`src/rtl/cyc_pkg.sv`:
```
package cyc_pkg;

  typedef enum logic [1:0] {
    STEP_NONE = 2'd0,
    STEP_UP   = 2'd1,
    STEP_DN   = 2'd2
  } step_e;

  function automatic int unsigned clog2_min1(input int unsigned v);
    int unsigned r;
    r = 1;
    while ((64'd1 << r) <= v) r++;
    return r;
  endfunction

endpackage

```
`src/rtl/cyc_step_dec.sv`:
```
module cyc_step_dec
  import cyc_pkg::*;
(
  input  logic  en_i,
  input  logic  up_i,
  input  logic  dn_i,
  output step_e step_o
);
  always_comb begin
    step_o = STEP_NONE;
    if (en_i && (up_i ^ dn_i)) step_o = up_i ? STEP_UP : STEP_DN;
  end
endmodule

```
`src/rtl/cyc_cfg_regs.sv`:
```
module cyc_cfg_regs #(
  parameter int unsigned VAL_W   = 20,
  parameter int unsigned MAX_VAL = 999999,
  parameter int unsigned DEF_VAL = 100
) (
  input  logic             clk_i,
  input  logic             rst_ni,
  input  logic             init_i,
  input  logic             pt_load_i,
  input  logic             wid_load_i,
  input  logic [VAL_W-1:0] load_val_i,
  output logic [VAL_W-1:0] pt_o,
  output logic [VAL_W-1:0] wid_o
);
  localparam logic [VAL_W-1:0] MaxV = VAL_W'(MAX_VAL);
  localparam logic [VAL_W-1:0] DefV = VAL_W'(DEF_VAL);

  logic [VAL_W-1:0] clamped;
  logic [VAL_W-1:0] pt_q, wid_q;

  assign clamped = (load_val_i > MaxV) ? MaxV : load_val_i;

  always_ff @(posedge clk_i or negedge rst_ni) begin
    if (!rst_ni) begin
      pt_q  <= DefV;
      wid_q <= DefV;
    end else if (init_i) begin
      pt_q  <= DefV;
      wid_q <= DefV;
    end else begin
      if (pt_load_i)  pt_q  <= clamped;
      if (wid_load_i) wid_q <= clamped;
    end
  end

  assign pt_o  = pt_q;
  assign wid_o = wid_q;
endmodule

```
`src/rtl/cyc_next.sv`:
```
module cyc_next
  import cyc_pkg::*;
#(
  parameter int unsigned VAL_W = 20
) (
  input  step_e            step_i,
  input  logic [VAL_W-1:0] value_i,
  input  logic [VAL_W-1:0] pt_i,
  input  logic [VAL_W-1:0] wid_i,
  output logic [VAL_W-1:0] value_o,
  output logic             wrap_o,
  output logic             hit_o
);
  logic [VAL_W:0] inc;
  logic           wid_zero;

  assign inc      = {1'b0, value_i} + 1'b1;
  assign wid_zero = (wid_i == '0);

  always_comb begin
    value_o = value_i;
    wrap_o  = 1'b0;
    hit_o   = 1'b0;
    if (!wid_zero) begin
      unique case (step_i)
        STEP_UP: begin
          // point compares against the pre-wrap value so point == width is met
          hit_o = (inc == {1'b0, pt_i});
          if (inc >= {1'b0, wid_i}) begin
            value_o = '0;
            wrap_o  = 1'b1;
          end else begin
            value_o = inc[VAL_W-1:0];
          end
        end
        STEP_DN: begin
          if (value_i == '0) begin
            value_o = wid_i - 1'b1;
            wrap_o  = 1'b1;
          end else begin
            value_o = value_i - 1'b1;
          end
          hit_o = (value_o == pt_i);
        end
        default: ;
      endcase
    end
  end
endmodule

```
`src/rtl/cyc_coin.sv`:
```
module cyc_coin (
  input  logic clk_i,
  input  logic rst_ni,
  input  logic init_i,
  input  logic out_dis_i,
  input  logic hit_i,
  output logic coin_o
);
  logic coin_q;

  always_ff @(posedge clk_i or negedge rst_ni) begin
    if (!rst_ni)               coin_q <= 1'b0;
    else if (init_i || out_dis_i) coin_q <= 1'b0;
    else if (hit_i)            coin_q <= 1'b1;
  end

  assign coin_o = coin_q;
endmodule

```
`src/rtl/cyc_counter.sv`:
```
module cyc_counter
  import cyc_pkg::*;
#(
  parameter int unsigned MAX_VAL = 999999,
  parameter int unsigned DEF_VAL = 100,
  localparam int unsigned VAL_W  = clog2_min1(MAX_VAL)
) (
  input  logic             clk_i,
  input  logic             rst_ni,
  input  logic             init_i,
  input  logic             cnt_en_i,
  input  logic             cnt_up_i,
  input  logic             cnt_dn_i,
  input  logic             sw_clr_i,
  input  logic             ext_clr_i,
  input  logic             pt_load_i,
  input  logic             wid_load_i,
  input  logic [VAL_W-1:0] load_val_i,
  input  logic             out_dis_i,
  output logic [VAL_W-1:0] value_o,
  output logic             coin_o,
  output logic             wrap_o
);
  step_e            step;
  logic [VAL_W-1:0] pt_q, width_q;
  logic [VAL_W-1:0] value_q, value_d;
  logic             wrap_q, wrap_d, hit, hit_ok, clr;

  assign clr = sw_clr_i | ext_clr_i;

  cyc_step_dec u_dec (
    .en_i  (cnt_en_i),
    .up_i  (cnt_up_i),
    .dn_i  (cnt_dn_i),
    .step_o(step)
  );

  cyc_cfg_regs #(
    .VAL_W  (VAL_W),
    .MAX_VAL(MAX_VAL),
    .DEF_VAL(DEF_VAL)
  ) u_cfg (
    .clk_i     (clk_i),
    .rst_ni    (rst_ni),
    .init_i    (init_i),
    .pt_load_i (pt_load_i),
    .wid_load_i(wid_load_i),
    .load_val_i(load_val_i),
    .pt_o      (pt_q),
    .wid_o     (width_q)
  );

  cyc_next #(.VAL_W(VAL_W)) u_next (
    .step_i (step),
    .value_i(value_q),
    .pt_i   (pt_q),
    .wid_i  (width_q),
    .value_o(value_d),
    .wrap_o (wrap_d),
    .hit_o  (hit)
  );

  assign hit_ok = hit & ~init_i & ~clr;

  cyc_coin u_coin (
    .clk_i    (clk_i),
    .rst_ni   (rst_ni),
    .init_i   (init_i),
    .out_dis_i(out_dis_i),
    .hit_i    (hit_ok),
    .coin_o   (coin_o)
  );

  always_ff @(posedge clk_i or negedge rst_ni) begin
    if (!rst_ni) begin
      value_q <= '0;
      wrap_q  <= 1'b0;
    end else if (init_i || clr) begin
      value_q <= '0;
      wrap_q  <= 1'b0;
    end else begin
      value_q <= value_d;
      wrap_q  <= wrap_d;
    end
  end

  assign value_o = value_q;
  assign wrap_o  = wrap_q;
endmodule

```
`config.mk`:
```
export PLATFORM = sky130hd
export DESIGN_NAME = cyc_counter
export DESIGN_NICKNAME = d
export VERILOG_FILES = /design/src/rtl/cyc_pkg.sv /design/src/rtl/cyc_step_dec.sv /design/src/rtl/cyc_cfg_regs.sv /design/src/rtl/cyc_next.sv /design/src/rtl/cyc_coin.sv /design/src/rtl/cyc_counter.sv
export SDC_FILE = /design/constraint.sdc
export NUM_CORES = 1
export LEC_CHECK = 0
export BUFFER_PORTS_ARGS = -buffer_cell sky130_fd_sc_hd__buf_2
export CAP_MARGIN = 20
export CORE_MARGIN = 2
export CORE_UTILIZATION = 50
export CTS_BUF_LIST = sky130_fd_sc_hd__clkbuf_2
export DETAILED_ROUTE_END_ITERATION = 10
export PLACE_DENSITY = 0.82
export SYNTH_ARGS = -nofsm -noshare
export SYNTH_HDL_FRONTEND = slang
export SYNTH_SLANG_ARGS = --single-unit
```
`constraint.sdc`:
```
create_clock -name clk_i -period 3.7 [get_ports clk_i]
set_input_delay 0.185 -clock clk_i [delete_from_list [all_inputs] [get_ports clk_i]]
set_output_delay 0.185 -clock clk_i [all_outputs]
set_load 0.01 [all_outputs]
```
Word-level counts from Yosys, hierarchy flattened --
Index checks and enable logic that the tools add are counted.
Word-level totals: flip-flop bits (word level) 62, input port bits 31, output and inout port bits 22, word-level logic and storage cells 54
Cells by class: add/sub/neg operators 3, $lt $le $gt $ge 2, eq/ne operators 5, mux-type cells 23, bitwise gates (word level) 6, reduce and logical (&&, ||, !) cells 10
Operator list (number):
- 20-bit two-way mux | 11
- 20-bit zero test | 2
- 20-bit one-hot mux with 2 select lines | 1
- 20-bit by 1-bit subtractor with 20-bit output, second input constant | 2
- 20-bit by 1-bit adder with 21-bit output, second input constant | 1
- 21-bit by 20-bit == test with 1-bit output | 1
- 21-bit by 20-bit greater-or-equal comparator with 1-bit output | 1
- 20-bit == test | 1
- 20-bit greater-than comparator, second input constant | 1
- 1-bit two-way mux | 7
- 2-bit nonzero test | 3
- 2-bit two-way mux | 2
- 1-bit one-hot mux with 2 select lines | 2
- 3-bit nonzero test | 1
- 1-bit AND | 2
- 2-bit by 1-bit == test with 1-bit output, second input constant | 1
- 2-bit == test, second input constant | 1
- 1-bit logical OR | 2
- 2-bit inequality test, second input constant | 1
- 1-bit inverter | 2
- 2-bit AND reduction | 1
- 1-bit logical AND | 1
- 1-bit bitwise OR | 1
- 1-bit bitwise XOR | 1

Logic depth before layout (Yosys ltp) --
Gate-level depths: netlist (run 1).
word-level depth 13, gate-level depth with buffers 19, depth with buffers taken out 18

By module --
Synthesis (run 1) repeated with hierarchy kept, for this count alone.
Unflattened totals: cell total of the unflattened synthesis 734, area, all modules 6057.1 sq um
Modules (own cells, without submodules):
- cyc_next | times used 1, cells an instance 524, area an instance 3331.9 sq um, sequential area each 0.0 sq um
- cyc_cfg_regs | times used 1, cells an instance 156, area an instance 1770.4 sq um, sequential area each 1008.5 sq um
- cyc_counter | times used 1, cells an instance 49, area an instance 898.4 sq um, sequential area each 525.5 sq um
- cyc_coin | times used 1, cells an instance 3, area an instance 38.8 sq um, sequential area each 25.0 sq um
- cyc_step_dec | times used 1, cells an instance 2, area an instance 17.5 sq um, sequential area each 0.0 sq um

Worst setup path after synthesis (run 1) --
Ideal clock, no wire load.
path type register to register, start reg value_q[0], in the netlist value_o[0], end reg u_coin.coin_q, in the netlist u_coin.coin_o, setup time 0.076 ns, arrival 3.654 ns, data required time 3.624 ns, setup slack -0.030 ns, stages on the path, launching flop included 18, buffers on the path 1, clock period less this slack 3.730 ns, cell sequence dfrtp_1 > inv_1 > ha_1 > nor4b_4 > nand2_2 > nor2_1 > buf_2 > nor2_1 > a21oi_1 > ha_1 > o311ai_4 > a2111oi_4 > nor3b_2 > xor2_1 > o21a_1 > a2111oi_2 > nand4_1 > o21ai_1
On the way: word-level cells in the longest chain between the ends 10, elaborated cells on any way between the ends 13, classes of those cells add/sub: 2; eq/ne: 2; mux: 5; bitwise: 2; reduce/logical: 2
RTL lines:
- from (decl) | line cyc_counter.sv:26 | logic [VAL_W-1:0] value_q, value_d;
- from (signal assigned) | line cyc_counter.sv:82 | value_q <= value_d;
- 20-bit by 1-bit subtractor with 20-bit output / 20-bit zero test (equally long branches) | line cyc_next.sv:41, cyc_next.sv:37
- 20-bit two-way mux | line cyc_next.sv:37 | if (value_i == '0) begin
- 20-bit two-way mux | line cyc_next.sv:25 | unique case (step_i)
- 20-bit two-way mux | line cyc_next.sv:24 | if (!wid_zero) begin
- 20-bit == test | line cyc_next.sv:43 | hit_o = (value_o == pt_i);
- 1-bit one-hot mux with 2 select lines * | line cyc_next.sv:25
- 1-bit two-way mux * | line cyc_next.sv:24
- 1-bit AND * (2 in series) | line cyc_counter.sv:63 | assign hit_ok = hit & ~init_i & ~clr;
- 2-bit nonzero test (no source line) *
- to (signal assigned) | line cyc_coin.sv:12 | if (!rst_ni) coin_q <= 1'b0;
- to (signal assigned) | line cyc_coin.sv:13 | else if (init_i || out_dis_i) coin_q <= 1'b0;
- to (signal assigned) | line cyc_coin.sv:14 | else if (hit_i) coin_q <= 1'b1;
- to (decl) | line cyc_coin.sv:9 | logic coin_q;
Mark *: on every way between the ends. The rest lies on a longest branch, timed or not. The select of a mux whose other input is x is not followed. A chain may end at the register's enable or synchronous reset.

Worst setup path after layout (run 1) --
Ends and elaborated chain as after synthesis.

==> reports/results.ini, run 1 <==
[sta]
fmax_mhz = 273
hold_viol = 0
tightestPinTransition_ns = 0.788
rsz0062_at_grt = yes
setup_viol = 0
period_needed_ns = 3.66
fin_worst_skew_ns = 0.0343
timing.slew.headroom_pct = 47.4
min_period_over_period_pct = 98.9
whs_ns = 0.0210
final-max-slew-violation-count = 0

[routing]
post_drt_wl_per_cell_um = 21.6
drt-vias-per-instance = 6.46
first_pass_iters = 5
drcViolationCount = 0
vias = 5866
drtAntennaViolNets = 0
routed_wl_um = 19600
dr.first_iter.drc_count = 735

[pwr]
power.density_nw_per_um2 = 248
leakage_nw = 3.00
ir_drop_uv = 250

[critical_path]
crit_start = value_o[0]$_DFFE_PN0P_
start_kind = flip-flop
cp_max_fo = 4
r2r-start = value_o[0]$_DFFE_PN0P_
criticalPathCategory = flip-flop to flip-flop
reg2reg_slack_ns = 0.04
cp.arrival_ns = 4.13
endpoint_kind = flip-flop
worstPathRequired_ns = 4.17

[die]
coreArea_um2 = 10400
ioPinCount = 53
die_width_um = 108
die-area_um2 = 11700
start_util_pct = 51.9
die_y_um = 108
fp-row-count = 37

[place]
io_buffers = 52
dp_hpwl_um = 14500
placedCellCount = 860
gp_congestion = 1.00

[global_route]
grt_max_degree = 45
grt.overflow.total = 0
antenna_found_initial = 0
grt_pass1_vias = 5645
grt_usage_pct = 34.5
grt_pass1_wl_um = 30500

[synthesis]
postSynthAreaPerCell_um2 = 8.23
synthFlopType = dfrtp_1
synthCells = 657
synthesis.area_um2 = 5410
synth_nets = 711
yosysTopAreaCell = dfrtp_1
synth-edff-count = 0
synth_top_area_share_pct = 25.9
ys_ff_latch = 62
yosys-top-cells-area = dfrtp_1, ha_1, nor2_1
ys_warn_count = 0
synth-async-reset-ratio_pct = 100
ys_seq_area_share_pct = 28.8
yosysUniqueCellTypes = 79

[cts]
cts_buffer_depth = 2
cts_tree = built
cts_buffers = 9
clk_latency_ns = 0.55
htreeDepth = 3
clock_sinks = 62
cts.clk_slew.worst_paths_ns = 0.19
cts-root-buf = clkbuf_2

[finish]
drive_gt1_share_pct = 28.2
diodes = 0
fin_nets = 821
multi_input_area_um2 = 3700
fill_cells = 884
syn2layout_area_growth_pct = 23.8
fin_cells = 908
seq_area_um2 = 1560

[hold_path]
hp-class = primary input to flip-flop
min_from = load_val_i[0]

[run]
maxCapViolCount = 0

[status]
status = finished clean

==> per-stage QoR <==
step           setup slack, ns  total power, mW  area (µm²)  TNS [ns]  utilization (%)
2_1_floorplan           0.0246            0.979        5410         0                -
3_3_place_gp            -0.250             1.11        6080    -0.250             58.4
3_5_place_dp            -0.336             1.12        6080    -0.336             58.4
4_1_cts                -0.0183             1.63        6500   -0.0183             62.4
5_1_grt                -0.0848             1.72        6700    -0.117             64.3
6_report                0.0425             1.66        6700         0             64.3
==> cell type report <==
type                            instances  share of cell area (%)
Sequential cell                        62                    23.4
Multi-Input combinational cell        522                    55.3
Clock buffer                           10                   0.748
Inverter                               29                    1.63
Clock inverter                          6                    1.29
Tap cell                              136                    2.54
Timing Repair Buffer                  143                    15.1
==> sequential cells by signal (all words and copies together) (netlist names) <==
signal	cells
u_cfg.pt_o	20
u_cfg.wid_o	20
u_coin.coin_o	1
value_o	20
wrap_o	1
==> cell families after synthesis <==
family | after synthesis | share of synthesized area, %
compound gates | 177 | 22.6
xor+xnor | 46 | 7.70
fa+ha+maj | 23 | 5.32
buf+inv | 73 | 5.97
flops | 62 | 28.8
mux | 15 | 2.82
simple gates | 261 | 26.7
==> worst max-delay path: stages (launching register included) <==
cell,delay (ns)
dfrtp_1,0.43
inv_2,0.09
ha_4,0.16
nor4b_4,0.27
nand2_2,0.12
nor2_4,0.20
buf_6,0.13
a21oi_1,0.06
ha_2,0.33
inv_1,0.06
mux2i_4,0.21
xnor2_2,0.13
a2111oi_2,0.30
nand3_1,0.13
a211oi_2,0.16
nand4_1,0.21
a2111oi_4,0.32
nand4_1,0.13
o21ai_1,0.15
==> timing repair <==
item                                    4_1_cts  5_1_grt
gates resized for setup                      20       26
hold buffers                                 18        0
cloned                                        0        0
setup buffers                                 4       10
pin swaps                                     2       22
endpoints found under the setup margin       14       21
endpoints found under the hold margin        63        0
==> Yosys cell counts, types with 5 or more instances <==
| cell | n |
|---|---|
| xor2_1 | 20 |
| o21a_1 | 7 |
| nand2_1 | 41 |
| a22o_1 | 11 |
| or2_2 | 12 |
| nor4_1 | 11 |
| mux2i_1 | 13 |
| inv_1 | 29 |
| nand2b_1 | 12 |
| xnor2_1 | 25 |
| nand4_1 | 16 |
| o21ai_0 | 29 |
| a21oi_1 | 49 |
| nor3_1 | 17 |
| dfrtp_1 | 56 |
| nand3_1 | 30 |
| a211oi_1 | 19 |
| nor2_1 | 72 |
| and2_1 | 6 |
| o211ai_1 | 8 |
| o31ai_1 | 5 |
| ha_1 | 23 |
| dfstp_2 | 6 |
| a31oi_1 | 12 |
| and4_1 | 7 |
| buf_2 | 8 |
| clkbuf_1 | 25 |
==> per-layer routing <==
| metal | vias to the layer above | track usage [%] | wire [µm] |
|---|---|---|---|
| li1 | 2625 | - | - |
| met3 | 81 | 6.51 | 2130 |
| met4 | 0 | 16.8 | 930 |
| met2 | 375 | 53.2 | 8840 |
| met1 | 2785 | 46.6 | 7670 |
| met5 | - | 0 | 0 |
==> where the power goes <==
group          switching [mW]  internal, mW
combinational           0.236         0.170
sequential             0.0407         0.708
clock                   0.283         0.225
total                   0.560          1.10
==> layout by cell type (no fill, tap or decap), drive strengths merged, types with 3 or more instances in the layout <==
cell	count
nor3b	4
nor3	22
nor2b	3
nand2	42
nand2b	12
clkbuf	10
o21a	7
a21o	4
o21ai	30
and2	6
xor2	20
a22o	12
nor2	72
dfstp	6
nand4	18
a211oi	19
dfrtp	56
mux2i	13
inv	29
ha	23
dlygate4sd3	18
nor4	13
clkinv	3
o311ai	3
a31oi	12
a2111oi	6
o211ai	8
or2	12
o31ai	6
xnor2	25
and4	9
buf	125
nand3	30
a21oi	49
or3	7
o22ai	3
==> path summary, 6_finish.rpt <==
kind | to | cells after the start
max | u_coin.coin_o$_DFFE_PN0P_ | 18
min reg2reg | u_coin.coin_o$_DFFE_PN0P_ | 2
max reg2reg | u_coin.coin_o$_DFFE_PN0P_ | 18
min in group asynchronous | value_o[19]$_DFFE_PN0P_ | 2
max in group asynchronous | u_cfg.pt_o[2]$_DFFE_PN1P_ | 3
min | u_cfg.wid_o[0]$_DFFE_PN0P_ | 3
Power figures use the tool's default switching activity.
==> run 2: changes to the inputs <==
Settings changed: CELL_PAD_IN_SITES_DETAIL_PLACEMENT from default to 0, CELL_PAD_IN_SITES_GLOBAL_PLACEMENT from default to 2, CORE_UTILIZATION 50 to 34, PLACE_DENSITY 0.82 to 0.9, RECOVER_POWER from default to 50.
==> reports/results.ini, run 2 (synthesis gave the netlist of run 1 again) <==
[sta]
whs_ns = 0.0278  ; +0.00676 ns
timing.slew.headroom_pct = -30.8  ; -78 points
fin_tns_setup_ns = 0  ; unchanged
min_period_over_period_pct = 97.8  ; -1.0 points
fin_worst_skew_ns = 0.0287  ; -0.00556 ns
fmax_mhz = 276  ; +1.0%
final-max-slew-violation-count = 65  ; +65
hold_viol = 0  ; unchanged
setup_viol = 0  ; unchanged
tightestPinTransition_ns = 1.96  ; +1.17 ns
period_needed_ns = 3.62  ; -0.0373 ns
rsz0062_at_grt = yes
worst_slack_ns = 0.0798  ; +0.0373 ns

[critical_path]
criticalPathCategory = flip-flop to flip-flop
start_kind = flip-flop
max_stage_delay_ns = 0.58  ; +0.15 ns
cp.arrival_ns = 4.15  ; +0.02 ns
cp_max_fo = 9  ; +5
slowest_stage = or3_2
endpoint_kind = flip-flop
cp_cell_sequence = inv_2 > ha_4 > nor4b_4 > nand2_2 > nor2_4 > nor2_1 > a21oi_2 > ha_1 > o311ai_4 > or3_2 > nor4_4 > nor3b_4 > xnor2_1 > nor4_2 > nand4_1 > o21ai_2
cp.buffers_inverters = 1  ; -2
worstPathRequired_ns = 4.23  ; +0.06 ns
crit_family = simple AND/OR/NAND/NOR gates

[finish]
fin_cells = 986  ; +8.6%
final_core_util_pct = 42.8  ; -21 points
mostFrequentLayoutCells = nor2_1, buf_4, dfrtp_1, buf_2, a21oi_1
design_area_um2 = 6730  ; +0.47%
drive_gt1_share_pct = 27.3  ; -0.93 points
fill_cells = 1596  ; +81%
fin_nets = 818  ; -0.37%
final_common_cell = nor2_1
syn2layout_area_growth_pct = 24.4

[status]
violations = capacitance limit, slew limit
status = complete, but fails checks

[die]
die_y_um = 130  ; +20%
die_width_um = 130  ; +20%
coreArea_um2 = 15700  ; +51%
start_util_pct = 34.4  ; -18 points
fp-row-count = 46  ; +24%
die-area_um2 = 16900  ; +45%
ioPinCount = 53  ; unchanged

[global_route]
grt_usage_pct = 24.3  ; -10 points
grt_pass1_wl_um = 31300  ; +2.3%
antenna_found_initial = 1  ; +1
grt.overflow.total = 0  ; unchanged
grt_pass1_vias = 5476  ; -3.0%
grt_max_degree = 45  ; unchanged

[place]
dp_slack_ns = 0.00936  ; +0.345 ns
placedCellCount = 931  ; +8.3%
io_buffers = 52  ; unchanged
gp_congestion = 0.996  ; -0.86%
place_area_um2 = 6100  ; +0.33%
dp_hpwl_um = 15100  ; +3.7%

[hold_path]
hp-class = primary input to flip-flop

[routing]
post_drt_wl_per_cell_um = 20.4  ; -5.5%
routed_wl_um = 20100  ; +2.6%
drtAntennaViolNets = 0  ; unchanged
drt-vias-per-instance = 5.81  ; -10%
vias = 5726  ; -2.4%
drcViolationCount = 0  ; unchanged
first_pass_iters = 7  ; +2
dr.first_iter.drc_count = 610  ; -17%

[cts]
clk_latency_ns = 0.58  ; +0.03 ns
cts.clk_slew.worst_paths_ns = 0.21  ; +0.02 ns
cts_tree = built
clock_sinks = 62  ; unchanged
htreeDepth = 3  ; unchanged
cts_buffer_depth = 2  ; unchanged
cts_buffers = 9  ; unchanged
cts-root-buf = clkbuf_2

[pwr]
power.density_nw_per_um2 = 235  ; -5.3%
ir_drop_uv = 226  ; -9.9%
total_power_mw = 1.58  ; -4.8%
leakage_nw = 2.93  ; -2.2%

[run]
maxCapViolCount = 2  ; +2

## run 2: cell types whose count changed in the layout (fill, tap and decap cells not counted), moves of 2 or more
cell,change
nor3_4,-2
buf_2,-3
buf_4,-6
dlygate4sd3_1,+4
clkbuf_1,+4
a21oi_2,+4
o21ai_1,-2
a21oi_1,-4
nand2_2,+2
nor3_2,+2
nand2_1,-2
## run 2: worst min-delay path, cell delays in order
cell	delay [ns]
buf_2	0.11
nor2_1	0.17
a211oi_1	0.10
## run 2: worst paths after layout
kind | from | to | slack [ns] | cells past startpoint
setup / recovery | value_o[0]$_DFFE_PN0P_ | u_coin.coin_o$_DFFE_PN0P_ | 0.08 | 16
hold / removal | load_val_i[14] | u_cfg.pt_o[14]$_DFFE_PN0P_ | 0.03 | 3
setup reg to reg | value_o[0]$_DFFE_PN0P_ | u_coin.coin_o$_DFFE_PN0P_ | 0.08 | 16
hold reg to reg | u_coin.coin_o$_DFFE_PN0P_ | u_coin.coin_o$_DFFE_PN0P_ | 0.55 | 2
max in group asynchronous | rst_ni | value_o[3]$_DFFE_PN0P_ | 0.59 | 3
min in group asynchronous | rst_ni | u_coin.coin_o$_DFFE_PN0P_ | 0.66 | 2
## run 2: area by class of cell
cell class                 count  area, µm²  area share [%]
multi-input combinational    522       3700            55.0
clock buffer                  11       55.1           0.818
tap                          216        270            4.02
timing repair buffer         140        976            14.5
sequential                    62       1560            23.3
antenna                        1       2.50          0.0372
inverter                      29        109            1.62
clock inverter                 5       51.3           0.763
## run 2: what timing repair did
action | in CTS | in global routing
setup endpoints to repair | 1 | 21
hold buffers | 22 | 0
gates resized for setup | 1 | 45
pin swaps | 0 | 34
endpoints found under the hold margin | 69 | 0
buffers inserted | 0 | 16
## run 2: where the power goes
| group | internal [mW] | switching (mW) | leakage (nW) | total (mW) |
|---|---|---|---|---|
| combinational | 0.163 | 0.231 | 2.05 | 0.393 |
| clock | 0.157 | 0.283 | 0.0694 | 0.439 |
| sequential | 0.708 | 0.0418 | 0.812 | 0.749 |
## run 2: metal layers
layer  wire length (µm)  GRT usage, %  up-vias
li1                   -             -     2629
met1               8660          33.3     2746
met2               8970          37.3      301
met3               1710          4.72       50
met4                746          10.7        0
met5                  0             0        -
